`src/rtl/sai_tx_pkg.sv`:
```
package sai_tx_pkg;

    typedef enum logic [1:0] {
        ST_IDLE,
        ST_LEAD,
        ST_DATA,
        ST_TAIL
    } seq_state_e;

    localparam int SAMPLE_W = 32;

    // container width in bits; code 0 falls back to the smallest size
    function automatic logic [5:0] slot_bits(input logic [2:0] code);
        return (code == 3'd0) ? 6'd8 : ({1'b0, code, 2'b00} + 6'd4);
    endfunction

    // the bit of a container sent at serial index idx
    function automatic logic pick_bit(input logic [SAMPLE_W-1:0] w,
                                      input logic [5:0] idx,
                                      input logic [5:0] cb,
                                      input logic lsb);
        logic [5:0] k;
        k = lsb ? idx : (cb - 6'd1 - idx);
        return w[k[4:0]];
    endfunction

endpackage

```
`src/rtl/sai_tx_bclk.sv`:
```
module sai_tx_bclk (
    input  logic clk,
    input  logic rst_n,
    input  logic enable,
    input  logic strobe,
    input  logic fall_launch,
    output logic bclk,
    output logic launch
);

    always_ff @(posedge clk) begin
        if (!rst_n || !enable) begin
            bclk <= 1'b0;
        end else if (strobe) begin
            bclk <= ~bclk;
        end
    end

    // bclk low now means this strobe makes a rising edge
    assign launch = enable && strobe && (bclk == fall_launch);

endmodule

```
`src/rtl/sai_tx_packer.sv`:
```
module sai_tx_packer
    import sai_tx_pkg::*;
(
    input  logic [SAMPLE_W-1:0] raw,
    input  logic [2:0]          size_code,
    input  logic [2:0]          mask_bits,
    output logic [SAMPLE_W-1:0] word,
    output logic [5:0]          cbits
);

    logic [5:0]  valid_w;
    logic [63:0] keep;

    always_comb begin
        cbits   = slot_bits(size_code);
        valid_w = cbits - {3'b000, mask_bits};
        keep    = (64'd1 << valid_w) - 64'd1;
        word    = (raw & keep[SAMPLE_W-1:0]) << mask_bits;
    end

endmodule

```
`src/rtl/sai_tx_seq.sv`:
```
module sai_tx_seq
    import sai_tx_pkg::*;
#(
    parameter int CLEN_W = 15,
    parameter int OFF_W  = 11,
    parameter int SYNC_W = 8,
    parameter int SLOT_W = 3
) (
    input  logic                    clk,
    input  logic                    rst_n,
    input  logic                    enable,
    input  logic                    launch,
    input  logic                    pulse_mode,
    input  logic                    left_high,
    input  logic [CLEN_W-1:0]       chan_len_m1,
    input  logic                    odd_frame,
    input  logic [OFF_W-1:0]        data_off,
    input  logic [SYNC_W-1:0]       sync_len_m1,
    input  logic [SLOT_W-1:0]       slots_m1,
    input  logic [(1<<SLOT_W)-1:0]  slot_mask,
    input  logic                    lsb_first,
    input  logic [SAMPLE_W-1:0]     new_word,
    input  logic [5:0]              cbits,
    input  logic                    in_valid,
    output logic                    in_ready,
    output logic                    sd,
    output logic                    fs,
    output logic                    uflow
);

    localparam int POS_W = CLEN_W + 2;

    seq_state_e           state, nstate;
    logic [POS_W-1:0]     pos, np, half_len, frame_last, half2_at, off_ext;
    logic [5:0]           bit_i;
    logic [SLOT_W-1:0]    slot, start_slot;
    logic [SAMPLE_W-1:0]  word, load_word;
    logic                 at_off, at_half2, wrap, slot_last, cont, more;
    logic                 start, take, sd_n, fs_n;

    assign off_ext    = POS_W'(data_off);
    assign half_len   = POS_W'(chan_len_m1) + POS_W'(1);
    assign frame_last = {half_len[POS_W-2:0], 1'b0} + POS_W'(odd_frame) - POS_W'(1);
    assign half2_at   = half_len + off_ext;
    assign np         = (state == ST_IDLE || pos == frame_last) ? '0 : pos + POS_W'(1);
    assign wrap       = (np == '0);
    assign at_off     = (np == off_ext);
    assign at_half2   = !pulse_mode && (np == half2_at);
    assign slot_last  = (bit_i == cbits - 6'd1);
    assign cont       = (state == ST_DATA) && !slot_last;
    assign more       = pulse_mode && (state == ST_DATA) && slot_last && (slot != slots_m1);

    // slot start events at the position about to be emitted
    always_comb begin
        start      = 1'b0;
        start_slot = '0;
        if (at_off) begin
            start = 1'b1;
        end else if (at_half2) begin
            start      = 1'b1;
            start_slot = SLOT_W'(1);
        end else if (!wrap && more) begin
            start      = 1'b1;
            start_slot = slot + SLOT_W'(1);
        end
    end

    always_comb begin
        nstate = state;
        if (!enable) begin
            nstate = ST_IDLE;
        end else if (launch) begin
            unique case (state)
                ST_IDLE, ST_LEAD, ST_TAIL:
                    nstate = start ? ST_DATA : (wrap ? ST_LEAD : state);
                ST_DATA: begin
                    if (start)     nstate = ST_DATA;
                    else if (wrap) nstate = ST_LEAD;
                    else if (cont) nstate = ST_DATA;
                    else           nstate = ST_TAIL;
                end
                default: nstate = ST_IDLE;
            endcase
        end
    end

    always_ff @(posedge clk) begin
        if (!rst_n) state <= ST_IDLE;
        else        state <= nstate;
    end

    assign take      = launch && start && slot_mask[start_slot];
    assign in_ready  = take;
    assign load_word = (take && in_valid) ? new_word : '0;

    always_comb begin
        if (start)
            sd_n = pick_bit(load_word, 6'd0, cbits, lsb_first);
        else if (cont && !wrap)
            sd_n = pick_bit(word, bit_i + 6'd1, cbits, lsb_first);
        else
            sd_n = 1'b0;
        if (pulse_mode) fs_n = (np <= POS_W'(sync_len_m1));
        else            fs_n = (np >= half_len) ^ left_high;
    end

    always_ff @(posedge clk) begin
        if (!rst_n || !enable) begin
            pos   <= '0;
            bit_i <= '0;
            slot  <= '0;
            word  <= '0;
            sd    <= 1'b0;
            fs    <= 1'b0;
            uflow <= 1'b0;
        end else begin
            uflow <= take && !in_valid;
            if (launch) begin
                pos <= np;
                sd  <= sd_n;
                fs  <= fs_n;
                if (start) begin
                    bit_i <= '0;
                    slot  <= start_slot;
                    word  <= load_word;
                end else if (cont) begin
                    bit_i <= bit_i + 6'd1;
                end
            end
        end
    end

endmodule

```
`src/rtl/serial_tx_framer.sv`:
```
module serial_tx_framer
    import sai_tx_pkg::*;
#(
    parameter int CLEN_W = 15,
    parameter int OFF_W  = 11,
    parameter int SYNC_W = 8,
    parameter int SLOT_W = 3
) (
    input  logic                   clk,
    input  logic                   rst_n,
    input  logic                   tx_en,
    input  logic                   bclk_en,
    input  logic                   pulse_mode,
    input  logic                   left_high,
    input  logic [CLEN_W-1:0]      chan_len_m1,
    input  logic                   odd_frame,
    input  logic [OFF_W-1:0]       data_off,
    input  logic [SYNC_W-1:0]      sync_len_m1,
    input  logic [2:0]             size_code,
    input  logic [2:0]             mask_bits,
    input  logic                   lsb_first,
    input  logic                   fall_launch,
    input  logic [SLOT_W-1:0]      slots_m1,
    input  logic [(1<<SLOT_W)-1:0] slot_mask,
    input  logic                   s_valid,
    input  logic [SAMPLE_W-1:0]    s_data,
    output logic                   s_ready,
    output logic                   bclk,
    output logic                   fclk,
    output logic                   sdata,
    output logic                   underflow
);

    logic                launch;
    logic [SAMPLE_W-1:0] packed_word;
    logic [5:0]          cbits;

    sai_tx_bclk u_bclk (
        .clk         (clk),
        .rst_n       (rst_n),
        .enable      (tx_en),
        .strobe      (bclk_en),
        .fall_launch (fall_launch),
        .bclk        (bclk),
        .launch      (launch)
    );

    sai_tx_packer u_pack (
        .raw       (s_data),
        .size_code (size_code),
        .mask_bits (mask_bits),
        .word      (packed_word),
        .cbits     (cbits)
    );

    sai_tx_seq #(
        .CLEN_W (CLEN_W),
        .OFF_W  (OFF_W),
        .SYNC_W (SYNC_W),
        .SLOT_W (SLOT_W)
    ) u_seq (
        .clk         (clk),
        .rst_n       (rst_n),
        .enable      (tx_en),
        .launch      (launch),
        .pulse_mode  (pulse_mode),
        .left_high   (left_high),
        .chan_len_m1 (chan_len_m1),
        .odd_frame   (odd_frame),
        .data_off    (data_off),
        .sync_len_m1 (sync_len_m1),
        .slots_m1    (slots_m1),
        .slot_mask   (slot_mask),
        .lsb_first   (lsb_first),
        .new_word    (packed_word),
        .cbits       (cbits),
        .in_valid    (s_valid),
        .in_ready    (s_ready),
        .sd          (sdata),
        .fs          (fclk),
        .uflow       (underflow)
    );

endmodule

```
`config.mk`:
```
export PLATFORM = sky130hd
export DESIGN_NAME = serial_tx_framer
export DESIGN_NICKNAME = d
export VERILOG_FILES = /design/src/rtl/sai_tx_pkg.sv /design/src/rtl/sai_tx_bclk.sv /design/src/rtl/sai_tx_packer.sv /design/src/rtl/sai_tx_seq.sv /design/src/rtl/serial_tx_framer.sv
export SDC_FILE = /design/constraint.sdc
export NUM_CORES = 1
export LEC_CHECK = 0
export BUFFER_PORTS_ARGS = -buffer_cell sky130_fd_sc_hd__buf_2
export CAP_MARGIN = 20
export CORE_MARGIN = 2
export CORE_UTILIZATION = 30
export CTS_BUF_LIST = sky130_fd_sc_hd__clkbuf_4 sky130_fd_sc_hd__clkbuf_8
export CTS_CLUSTER_SIZE = 20
export DETAILED_ROUTE_END_ITERATION = 8
export SYNTH_ARGS = -nofsm -noshare
export SYNTH_HDL_FRONTEND = slang
export SYNTH_SLANG_ARGS = --single-unit
```
`constraint.sdc`:
```
create_clock -name clk -period 18.1 [get_ports clk]
set_input_delay 0.905 -clock clk [delete_from_list [all_inputs] [get_ports clk]]
set_output_delay 0.905 -clock clk [all_outputs]
set_load 0.1 [all_outputs]
```
# --- Word-level counts from Yosys, hierarchy flattened ---
# Cells that the tools add are included.
classes:
  shift: 2
  muxes: 28
  addsub: 12
  eq_ne: 10
  bitwise_logic: 3
  n_reduce_logical: 30
  order_cmp: 5
op_table:
  columns: ["op", "count"]
  rows:
  - ["$eq 17x17->1", 2]
  - ["$and 32x32->32", 1]
  - ["$mux 32", 1]
  - ["$shl 1x6->32 const A", 1]
  - ["$shl 32x3->32", 1]
  - ["$sub 32x1->32 const B", 1]
  - ["$mux 6", 3]
  - ["$add 17x1->17", 1]
  - ["$add 17x1->17 const B", 1]
  - ["$add 17x11->17", 1]
  - ["$eq 17x11->1", 1]
  - ["$ge 17x17->1", 1]
  - ["$le 17x8->1", 1]
  - ["$logic_not 17->1", 1]
  - ["$mux 17", 1]
  - ["$sub 17x1->17 const B", 1]
  - ["$add 15x1->16 const B", 1]
  - ["$logic_and 1x1->1", 13]
  - ["$lt 5x6->1 const B", 2]
  - ["$bmux 1 s5", 2]
  - ["$mux 1", 10]
  - ["$mux 5", 2]
  - ["$mux 3", 3]
  - ["$mux 2", 4]
  - ["other kinds (24)", 34]
word_totals:
  output_inout_bits: 5
  wordCells: 99
  input_bits: 93
  ff_bits: 64

# --- Logic depth before layout (Yosys ltp) ---
depth:
  ltp_word: 20
  ltp_mapped: 30
  mapped_depth_nobuf: 26

# --- Cells and area by module ---
# Synthesis repeated with hierarchy kept, for this count alone.
hier_totals:
  cells_unflattened: 1224
  hier_area_um2: 9620.5
by_module_without_submodules:
  columns: ["mod", "seq_area_each_um2", "instances", "area_per_inst_um2", "cells_per_inst"]
  rows:
  - ["sai_tx_seq", 1261.2, 1, 7231.9, 869]
  - ["sai_tx_packer", 0.0, 1, 2338.5, 350]
  - ["sai_tx_bclk", 20.0, 1, 50.0, 5]

# --- Worst setup path after synthesis ---
# OpenSTA, ideal clock, no wires.
synth_timing:
  kind: "input to output"
  startpoint: "input port chan_len_m1[4]"
  endpoint: "output port s_ready"
  t_required_ns: 17.195
  path_stages: 20
  path_slack_ns: 10.631
  path_buffers: 3
  arrival_time_ns: 6.564
  cell_sequence: "buf_2 > nand3_1 > buf_2 > nor4_1 > xnor2_1 > inv_1 > ha_1 > a21o_1 > or2_2 > mux2i_1 > a211oi_1 > o21a_1 > a2111o_1 > a211o_1 > a2111oi_2 > o211ai_1 > or4_1 > a31o_2 > clkbuf_1 > nor2_1"
synth_via:
  elab_chain_cells: 15
  word_cells_on_any_way: 23
  classes_between: "add/sub (4); eq/ne (3); mux (9); reduce/logical (7)"
synth_rtl:
  columns: ["item", "line_no", "source"]
  rows:
  - ["start: declaration", "serial_tx_framer.sv:15", "input logic [CLEN_W-1:0] chan_len_m1,"]
  - ["$add 15x1->16 (*)", "sai_tx_seq.sv:42", "assign half_len = POS_W'(chan_len_m1) + POS_W'(1);"]
  - ["$add 17x1->17", "sai_tx_seq.sv:43", "assign frame_last = {half_len[POS_W-2:0], 1'b0} + POS_W'(odd_frame) - POS_W'(1);"]
  - ["$sub 17x1->17", "sai_tx_seq.sv:43", null]
  - ["$eq 17x17->1", "sai_tx_seq.sv:45", "assign np = (state == ST_IDLE || pos == frame_last) ? '0 : pos + POS_W'(1);"]
  - ["$logic_or 1x1->1", "sai_tx_seq.sv:45", null]
  - ["$mux 17", "sai_tx_seq.sv:45", null]
  - ["$logic_not 17->1", "sai_tx_seq.sv:46", "assign wrap = (np == '0);"]
  - ["$logic_not 1->1", "sai_tx_seq.sv:62", "end else if (!wrap && more) begin"]
  - ["$logic_and 1x1->1", "sai_tx_seq.sv:62", null]
  - ["$mux 3", "sai_tx_seq.sv:62", null]
  - ["$mux 3", "sai_tx_seq.sv:59", "end else if (at_half2) begin"]
  - ["$mux 3", "sai_tx_seq.sv:57", "if (at_off) begin"]
  - ["$bmux 1 s3", "sai_tx_seq.sv:92", "assign take = launch && start && slot_mask[start_slot];"]
  - ["$mux 1 (implied by the code)", "sai_tx_seq.sv:92", null]
  - ["$logic_and 1x1->1 (*)", "sai_tx_seq.sv:92", null]
  - ["end: declaration", "serial_tx_framer.sv:27", "output logic s_ready,"]
# Mark *: on every way between the ends. The rest lies on a longest branch, timed or not. The select of a mux whose other input is x is not followed.

# --- Final worst setup path ---
layout_timing:
  startpoint: "input port chan_len_m1[0]"
  endpoint: "output port s_ready"
# Same word-level chain as after synthesis.

==> impl_metrics.json <==
{
  "synth_ff_type": "dfxtp_1",
  "viasPerCell": 5.81,
  "dr.pass1.iters": 6,
  "setup_viol": 0,
  "synth.yosys.seq_area_share_pct": 13.5,
  "synth_area_leaders": "dfxtp_1 14%, ha_1 6.3%, nand2_1 6.1%",
  "pre_cts_ws_ps": 10320,
  "final_nets": 1491,
  "synth.distinct_cells": 96,
  "max_slew_margin_pct": 27.1,
  "cts_buffer_depth": 2,
  "power_uw": 500,
  "drive_above_1_share_pct": 13.8,
  "reg2reg_from": "u_seq.pos[3]$_SDFFE_PN0P_",
  "rows": 65,
  "finalHoldViolCount": 0,
  "cts_root_buf": "clkbuf_8",
  "hp-class": "reg -> reg",
  "postCtsResizedCells": 0,
  "gp_congestion": 0.959,
  "synth_cells": 1309,
  "r2r_slack_ps": 11560,
  "final_util_pct": 33.3,
  "wl_um": 33600,
  "crit_required_ps": 17190,
  "start_kind": "input pin",
  "synth_area_per_cell_um2": 7.23,
  "arrival_ps": 6890,
  "post_drt_wl_per_cell_um": 19.1,
  "cellLeakagePower_uw": 0.00399,
  "critPathTopFamily": "compound AO/OA/AOI/OAI gates",
  "fmax_mhz": 128,
  "ys_ff_latch": 64,
  "syn_nets": 1451,
  "numCtsBuffers": 9,
  "critPathCaptureType": "output pin",
  "rr_worst_depth": 24,
  "vias": 10200,
  "final_cell_mix": "155 x nand2_1, 117 x nor2_1, 97 x buf_2",
  "power.density_nw_per_um2": 47.9,
  "ant_nets": 0,
  "status": "complete, no violations",
  "die_width_um": 182,
  "cts_num_sinks": 64,
  "overflow": 0,
  "route.detailed.drc": 0,
  "grt_max_degree": 49,
  "grt_pass1_wl_um": 54200,
  "die_y_um": 182,
  "cts_tree": "yes",
  "hp-start": "u_seq.word[4]$_SDFFE_PN0P_",
  "worstSkewPairLatency_ps": 360,
  "clk_transition_reported_paths_ps": 70,
  "cp_slowest_cell": "nor4_1",
  "grt_setup_unrepaired": "false",
  "finalCritPeriodShare_pct": 43.0,
  "design.core.area_um2": 31300,
  "r2r_end": "u_seq.fs$_SDFFE_PN0P_",
  "skew_ps": 12.7,
  "fillers": 3389,
  "htree_num_levels": 3,
  "numPlacedInstances": 1739,
  "ctsHoldBuffers": 0,
  "vdd_drop_max_mv": 0.0369,
  "area_growth_pct": 10.3,
  "worst_pin_slew_ps": 1090,
  "drv_cap": 0,
  "path_cells": "buf_2, ha_1, nand2_1, nor4_1, xnor2_1, inv_1, ha_1, and2_1, a21oi_1, o21ai_0, o22ai_1, o21ai_0, o22ai_1, nor4_1, nand3_1, a31o_2, o41ai_4, a31oi_1, a211o_1, o21a_1, nor2_1, buf_2",
  "num_io_pins": 98,
  "place_hpwl_um": 26900,
  "first_global_vias": 9823,
  "path_buf_inv": 3,
  "fin_ws_ps": 10310,
  "initial_core_util_pct": 30.2,
  "synth_warnings": 0,
  "die-area_um2": 33000,
  "layout_commonest_cell": "nand2_1",
  "hold_path_end": "u_seq.word[4]$_SDFFE_PN0P_",
  "portBuffers": 97,
  "drv_slew": 0,
  "synth_top_area_share_pct": 13.5,
  "cp_slowest_stage_delay_ps": 500,
  "syn_area_um2": 9460,
  "diodes": 0,
  "grtUsageTotal_pct": 20.4,
  "async_flop_share_pct": 0,
  "holdPathStages": 2,
  "fin_cells": 1756,
  "setup-tns-final_ps": 0,
  "cp_max_fo": 9,
  "antenna_found_initial": 2,
  "critPathKind": "in -> out",
  "synth_edf_count": 0,
  "dr.first_iter.drc_count": 851,
  "yosysTopAreaCell": "dfxtp_1",
  "period_needed_ps": 7790,
  "post_cts_buffers": 0
}
## how the worst max path moves through the flow
stage	from	endpoint	slack (ps)	depth (start not counted)
final	chan_len_m1[0]	s_ready	10310	22
after global routing	chan_len_m1[0]	s_ready	9920	22
after CTS	chan_len_m1[0]	s_ready	10440	22
after detailed placement	size_code[0]	u_seq.sd$_SDFFE_PN0P_	10320	23
after global placement	size_code[0]	u_seq.sd$_SDFFE_PN0P_	10560	23
after floorplan	chan_len_m1[4]	s_ready	10630	20
## through the flow
| step | hold slack (ps) | area [µm²] |
|---|---|---|
| 6_report | 443 | 10400 |
| 5_1_grt | 460 | 10400 |
| 4_1_cts | 448 | 10400 |
| 3_5_place_dp | 438 | 10200 |
| 3_3_place_gp | 433 | 10200 |
| 2_1_floorplan | 420 | 9460 |
## cell usage after synthesis (33+ instances only)
library cell	number
nand4_1	33
xor2_1	33
inv_1	51
nand2_1	155
nand3_1	53
clkbuf_1	59
nor2_1	118
o21ai_0	55
dfxtp_1	64
nor3_1	44
ha_1	48
xnor2_1	61
a21oi_1	71
## flip-flops by register name, summed over array words and instances (netlist names)
register	flops
u_seq.word	32
u_seq.pos	17
u_seq.bit_i	6
u_seq.slot	3
u_seq.state	2
u_bclk.bclk	1
u_seq.fs	1
u_seq.sd	1
u_seq.uflow	1
## area by class of cell
type	count	area (µm²)	share of cell area, %
Multi-Input combinational cell	1113	7650	73.3
Sequential cell	64	1280	12.3
Timing Repair Buffer	109	581	5.56
Tap cell	402	503	4.82
Inverter	52	195	1.87
Clock buffer	11	145	1.39
Clock inverter	5	80.1	0.767
## per-layer routing
layer / vias to the layer above / GRT usage, % / routed length (µm)
met5: - / 0 / 18
met4: 4 / 6.83 / 950
met3: 66 / 3.03 / 2090
met2: 358 / 33.0 / 15400
met1: 4828 / 27.8 / 15100
li1: 4948 / - / -
## worst reg2reg max path: stages, from the launching register on
cell and delay, ps:
dfxtp_1 600, xnor3_1 460, or4_1 520, nor4_1 450, o2111ai_1 220, or4_4 560
a211o_1 450, nand2_1 120, buf_4 270, nor2_1 150, ha_1 320, nor2b_1 130
o21a_1 160, o21a_1 160, o21a_1 160, o21a_1 160, o21a_1 180, o21a_1 170
o21a_1 160, o21a_1 170, o211ai_1 200, a31oi_1 150, o211a_1 220, o211ai_1 210
nor2_1 70
## report_power, final
part | leakage (µW) | internal, µW | switching (µW)
Combinational | 0.00336 | 79.4 | 138
Sequential | 0.000515 | 141 | 0.255
Clock | 0.000109 | 82.6 | 58.6
Total | 0.00399 | 303 | 197
## logic make-up (layout without fill, tap and decap cells)
logic type	count (synthesis)	in the layout	synth area share [%]
AOI/OAI and AO/OA	365	365	27.4
muxes	40	40	6.11
adders and majority gates	49	49	6.56
xor gates and xnor gates	105	105	11.4
and+or+nand+nor	554	554	29.4
DFF	64	64	13.5
buffers and inverters	132	177	5.63
Note: power is estimated with default switching activity, not from simulation.
